[config.mk]
export PLATFORM = sky130hd
export DESIGN_NAME = nested_irq_ctrl
export DESIGN_NICKNAME = d
export VERILOG_FILES = /design/src/rtl/npic_pkg.sv /design/src/rtl/npic_pend.sv /design/src/rtl/npic_arb.sv /design/src/rtl/npic_lvl_stack.sv /design/src/rtl/nested_irq_ctrl.sv
export SDC_FILE = /design/constraint.sdc
export NUM_CORES = 1
export LEC_CHECK = 0
export CAP_MARGIN = 0
export CORE_ASPECT_RATIO = 1.5
export CORE_MARGIN = 2
export CORE_UTILIZATION = 50
export DETAILED_ROUTE_END_ITERATION = 12
export HOLD_SLACK_MARGIN = 0.15
export PLACE_DENSITY_LB_ADDON = 0.08
export SLEW_MARGIN = 10
export SYNTH_ARGS = -nofsm -noshare
export SYNTH_HDL_FRONTEND = slang
export SYNTH_SLANG_ARGS = --single-unit
[constraint.sdc]
create_clock -name clk_i -period 9.1 [get_ports clk_i]
set_input_delay 1.82 -clock clk_i [delete_from_list [all_inputs] [get_ports clk_i]]
set_output_delay 1.82 -clock clk_i [all_outputs]
set_load 0.02 [all_outputs]
[src/rtl/npic_pkg.sv]
package npic_pkg;
  localparam int unsigned LVL_W = 2;
  typedef logic [LVL_W-1:0] lvl_t;
endpackage

[src/rtl/npic_pend.sv]
module npic_pend #(
  parameter int unsigned N_SRC = 4
) (
  input  logic             clk_i,
  input  logic             rst_ni,
  input  logic [N_SRC-1:0] irq_i,
  input  logic [N_SRC-1:0] clr_i,
  output logic [N_SRC-1:0] pend_o
);
  always_ff @(posedge clk_i or negedge rst_ni) begin
    if (!rst_ni) pend_o <= '0;
    else         pend_o <= (pend_o | irq_i) & ~clr_i;
  end
endmodule

[src/rtl/npic_arb.sv]
module npic_arb
  import npic_pkg::*;
#(
  parameter int unsigned N_SRC = 4,
  localparam int unsigned IDX_W = (N_SRC > 1) ? $clog2(N_SRC) : 1
) (
  input  logic [N_SRC-1:0]       pend_i,
  input  logic [N_SRC*LVL_W-1:0] prio_i,
  output logic                   any_o,
  output logic [IDX_W-1:0]       idx_o,
  output lvl_t                   lvl_o
);
  lvl_t lvl_a [N_SRC];

  for (genvar g = 0; g < N_SRC; g++) begin : g_unpack
    assign lvl_a[g] = prio_i[g*LVL_W +: LVL_W];
  end

  // strict compare keeps the lowest index on ties
  always_comb begin
    any_o = 1'b0;
    idx_o = '0;
    lvl_o = '1;
    for (int i = 0; i < N_SRC; i++) begin
      if (pend_i[i] && (!any_o || lvl_a[i] < lvl_o)) begin
        any_o = 1'b1;
        idx_o = IDX_W'(i);
        lvl_o = lvl_a[i];
      end
    end
  end
endmodule

[src/rtl/npic_lvl_stack.sv]
module npic_lvl_stack
  import npic_pkg::*;
#(
  parameter int unsigned DEPTH = 4,
  localparam int unsigned CNT_W = $clog2(DEPTH + 1),
  localparam int unsigned PTR_W = (DEPTH > 1) ? $clog2(DEPTH) : 1
) (
  input  logic             clk_i,
  input  logic             rst_ni,
  input  logic             push_i,
  input  logic             pop_i,
  input  lvl_t             lvl_i,
  output lvl_t             top_o,
  output logic             empty_o,
  output logic             full_o,
  output logic [CNT_W-1:0] cnt_o
);
  lvl_t             mem_q [DEPTH];
  logic [CNT_W-1:0] cnt_q;
  logic [PTR_W-1:0] top_ptr, wr_ptr;

  assign empty_o = (cnt_q == '0);
  assign full_o  = (cnt_q == CNT_W'(DEPTH));
  assign cnt_o   = cnt_q;
  assign top_ptr = PTR_W'(cnt_q - 1'b1);
  assign wr_ptr  = PTR_W'(cnt_q);
  assign top_o   = empty_o ? '1 : mem_q[top_ptr];

  always_ff @(posedge clk_i or negedge rst_ni) begin
    if (!rst_ni) begin
      cnt_q <= '0;
      for (int i = 0; i < DEPTH; i++) mem_q[i] <= '0;
    end else if (push_i && !full_o) begin
      mem_q[wr_ptr] <= lvl_i;
      cnt_q         <= cnt_q + 1'b1;
    end else if (pop_i && !empty_o) begin
      cnt_q <= cnt_q - 1'b1;
    end
  end
endmodule

[src/rtl/nested_irq_ctrl.sv]
module nested_irq_ctrl
  import npic_pkg::*;
#(
  parameter int unsigned N_SRC = 4,
  parameter int unsigned DEPTH = 4,
  localparam int unsigned IDX_W = (N_SRC > 1) ? $clog2(N_SRC) : 1,
  localparam int unsigned CNT_W = $clog2(DEPTH + 1)
) (
  input  logic                   clk_i,
  input  logic                   rst_ni,
  input  logic [N_SRC-1:0]       irq_i,
  input  logic [N_SRC*LVL_W-1:0] prio_i,
  input  logic                   ei_i,
  input  logic                   di_i,
  input  logic                   reti_i,
  input  logic                   instr_done_i,
  output logic                   ack_o,
  output logic [IDX_W-1:0]       vec_o,
  output logic                   ie_o
);
  logic [N_SRC-1:0] pend, clr;
  logic             any;
  logic [IDX_W-1:0] win_idx;
  lvl_t             win_lvl, stk_top;
  logic             stk_empty, stk_full;
  logic [CNT_W-1:0] stk_depth;
  logic             ie_q, hold_q, ack_q, take, elig;
  logic [IDX_W-1:0] vec_q;

  npic_pend #(.N_SRC(N_SRC)) pend_i (
    .clk_i, .rst_ni, .irq_i, .clr_i(clr), .pend_o(pend)
  );

  npic_arb #(.N_SRC(N_SRC)) arb_i (
    .pend_i(pend), .prio_i, .any_o(any), .idx_o(win_idx), .lvl_o(win_lvl)
  );

  npic_lvl_stack #(.DEPTH(DEPTH)) stk_i (
    .clk_i, .rst_ni, .push_i(take), .pop_i(reti_i), .lvl_i(win_lvl),
    .top_o(stk_top), .empty_o(stk_empty), .full_o(stk_full), .cnt_o(stk_depth)
  );

  assign elig = stk_empty || (win_lvl < stk_top);
  assign take = ie_q && any && elig && !hold_q && !stk_full && !reti_i && !di_i;
  assign clr  = {{(N_SRC-1){1'b0}}, take} << win_idx;

  always_ff @(posedge clk_i or negedge rst_ni) begin
    if (!rst_ni) begin
      ie_q   <= 1'b0;
      hold_q <= 1'b0;
      ack_q  <= 1'b0;
      vec_q  <= '0;
    end else begin
      ack_q <= take;
      if (take) vec_q <= win_idx;
      if (take)                ie_q <= 1'b0;
      else if (reti_i || ei_i) ie_q <= 1'b1;
      else if (di_i)           ie_q <= 1'b0;
      // one retired instruction of resumed code before next grant
      if (reti_i)            hold_q <= 1'b1;
      else if (instr_done_i) hold_q <= 1'b0;
    end
  end

  assign ack_o = ack_q;
  assign vec_o = vec_q;
  assign ie_o  = ie_q;
endmodule

==> flow_summary.toml <==
[status]
status = "completed"

[power_and_ir_drop]
p_leak_nw = 0.8030
p_clk_share_pct = 20.8
ir_drop_mv = 0.1999
switchingPower_mw = 0.1517
combinationalPowerShare_pct = 45.8
pwr-share-seq_pct = 33.5
power_density_nw_per_um2 = 244.7
swShare_pct = 35.59
internal_power_mw = 0.2745

[route]
drc = 0
post_drt_wl_per_cell_um = 15.82
highest_layer = "met4"
drt_first_pass_iters = 4
via_count = 1140
dr_wl_met2_um = 1766
vias_per_cell = 5.672
wl_met3_um = 113
wl_met1_um = 1239
drt_wl_total_um = 3179
drt-initial-drc-count = 38
ant_nets = 0

[final_layout]
layout-drive-gt1-share_pct = 19.51
seq_area_um2 = 500.5
multi_input_area_um2 = 859.6
nFillCells = 220
area_growth_pct = 23.19
final_nets = 190
diodes = 0

[floorplanning]
rows = 23
dieArea_um2 = 3278
ioPinCount = 22
dieWidth_um = 47.42
initial_utilization_pct = 52.83
core_area_um2 = 2676
die_y_um = 69.13

[sta]
rsz0062_at_grt = "no"
relSlewSlack_pct = 41.99
timing.final.crit_period_ns = 5.425
finalMaxSlewViolations = 0
setup_viol = 0
period_share_pct = 59.62
skew_ns = 0.01142
tightest_slew_ns = 0.8675
setup_tns_ns = 0
hold_viol = 0
fmax_mhz = 184.3
setup_slack_ns = 3.675

[synthesis]
synth.area.top_cells = "dfrtp_1, mux2_4, ha_1"
syn_area_um2 = 1414
syn-num-nets = 164
ys_warn_count = 0
ys_async_sr_fraction_pct = 100.0
synth_top_area_cell = "dfrtp_1"
synth_common_cells = "dfrtp_1, nand2_1, inv_1, nor2_1, ha_1"
yosys_register_bits = 20
synthCells = 139
ys_types = 48
synth.most_common_cell = "dfrtp_1"
syn_avg_cell_area_um2 = 10.17
yosysSeqAreaShare_pct = 35.40
synth_edf_count = 0
synth_top_area_share_pct = 35.40
synth-main-ff-cell = "dfrtp_1"

[clocking]
htreeDepth = 1
path_clk_slew_ns = 0.08
cts_resized = 0
cts_root_buf = "clkbuf_8"
tritoncts = "done"
postCtsHoldBufs = 0
cts_setup_buffers = 0
clk_path_buf_depth = 2
clkSinkCount = 20
cts_buffers = 3
insertion_delay_ns = 0.26

[global_route]
grt_pass1_vias = 1149
grt_overflow = 0
grt_max_degree = 21
antenna_found_initial = 0
track_usage_pct = 21.12
grt_pass1_wl_um = 5106

[setup_path]
max_stage_delay_ns = 0.57
critPathRequiredTime_ns = 9.24
path_class = "in -> reg"
worstPathArrival_ns = 5.56
critical_path.slowest_cell = "clkdlybuf4s50_1"
endpoint_kind = "flop"
cp_cell_sequence = "clkdlybuf4s50_1 -> and2b_4 -> nor2_1 -> o21ai_0 -> ha_1 -> and2_2 -> nand2_1 -> nand3_1 -> a21oi_4 -> o221ai_2 -> ha_1 -> o21ai_0 -> a31o_2 -> o21ai_4 -> inv_6 -> nand2_4 -> mux2_4"
worst_setup_path_start_kind = "input port"
cp_max_fo = 7

[placed_design]
port_buffers = 21
hpwlAfterDp_um = 2492
globalplace.congestion = 0.8192
dp_slack_ns = 3.403

[flow_run]
maxCapViolations = 0

[hold_path]
hp-class = "reg -> reg"
[cell type report]
cell class | instances | share of cell area, %
tap | 37 | 2.658
clock inverter | 1 | 1.724
timing repair buffer | 21 | 12.07
multi-input combinational | 106 | 49.35
sequential | 20 | 28.74
clock buffer | 3 | 2.371
inverter | 13 | 3.089
[flip-flops by register name (all words and copies together), names as in the netlist]
name           count
ack_o              1
hold_q             1
ie_o               1
pend_i.pend_o      4
stk_i.cnt_o        3
stk_i.mem_q        8
vec_o              2
[worst max-delay path: cells and delay by family]
| family | cells | cell delay [ns] |
|---|---|---|
| mux | 1 | 0.30 |
| compound gates | 6 | 1.22 |
| simple gates | 6 | 0.88 |
| fa+ha+maj | 2 | 0.69 |
| buf+inv | 2 | 0.66 |
[cells by family (layout without fill, tap and decap cells)]
logic type	count (synthesis)	in the layout	share of synthesized area, %
and+or+nand+nor	52	52	21.42
DFF	20	20	35.40
AOI/OAI and AO/OA	35	35	20.18
muxes	10	10	11.68
buffers and inverters	13	38	3.805
xor gates and xnor gates	1	1	0.6196
adders and majority gates	8	8	6.902
[path summary, 6_finish.rpt]
| path | from | endpoint | slack [ns] | cells past startpoint |
|---|---|---|---|---|
| min reg2reg | hold_q | hold_q | 0.48 | 1 |
| min in group asynchronous | rst_ni | stk_i.cnt_o[0] | 2.05 | 1 |
| max reg2reg | pend_i.pend_o[1] | stk_i.mem_q[4] | 5.35 | 16 |
| min | hold_q | hold_q | 0.48 | 1 |
| max | prio_i[3] | stk_i.mem_q[4] | 3.67 | 17 |
| max in group asynchronous | rst_ni | stk_i.mem_q[0] | 6.51 | 1 |
[placed cells by master (no fill, tap or decap), types with 3 or more instances in the layout]
master / n
clkdlybuf4s50_1: 21
nor2_1: 12
o211ai_1: 3
dfrtp_1: 20
o21ai_0: 6
inv_1: 12
a31oi_1: 3
a21oi_1: 6
nand2b_1: 4
mux2_4: 6
ha_1: 7
clkbuf_8: 3
nand2_1: 13
nand2_4: 3
[power by group through the flow]
stage                     Sequential [mW]  Combinational [mW]  Clock, mW
after floorplan                     0.143               0.139          0
after global placement              0.142               0.189          0
after detailed placement            0.143               0.193          0
after CTS                           0.142               0.196     0.0890
after global routing                0.146               0.212     0.0938
final                               0.143               0.195     0.0885
[per-layer routing]
metal / vias to the layer above / global-route usage, %
li1: 556 / -
met5: - / 0
met4: 0 / 7.407
met3: 7 / 3.665
met1: 547 / 22.87
met2: 30 / 37.84
[through the flow]
stage	std cells	utilization, %	area [um^2]	total power, mW	hold slack (ns)
global route	201	65.08	1742	0.4522	0.4876
floorplan	139	-	1414	0.2819	0.4424
finish	201	65.08	1742	0.4262	0.4822
CTS	201	65.08	1742	0.4269	0.4790
global placement	197	62.41	1670	0.3311	0.4544
detailed placement	197	62.41	1670	0.3356	0.4609
Note: power is estimated with default switching activity, not from simulation.
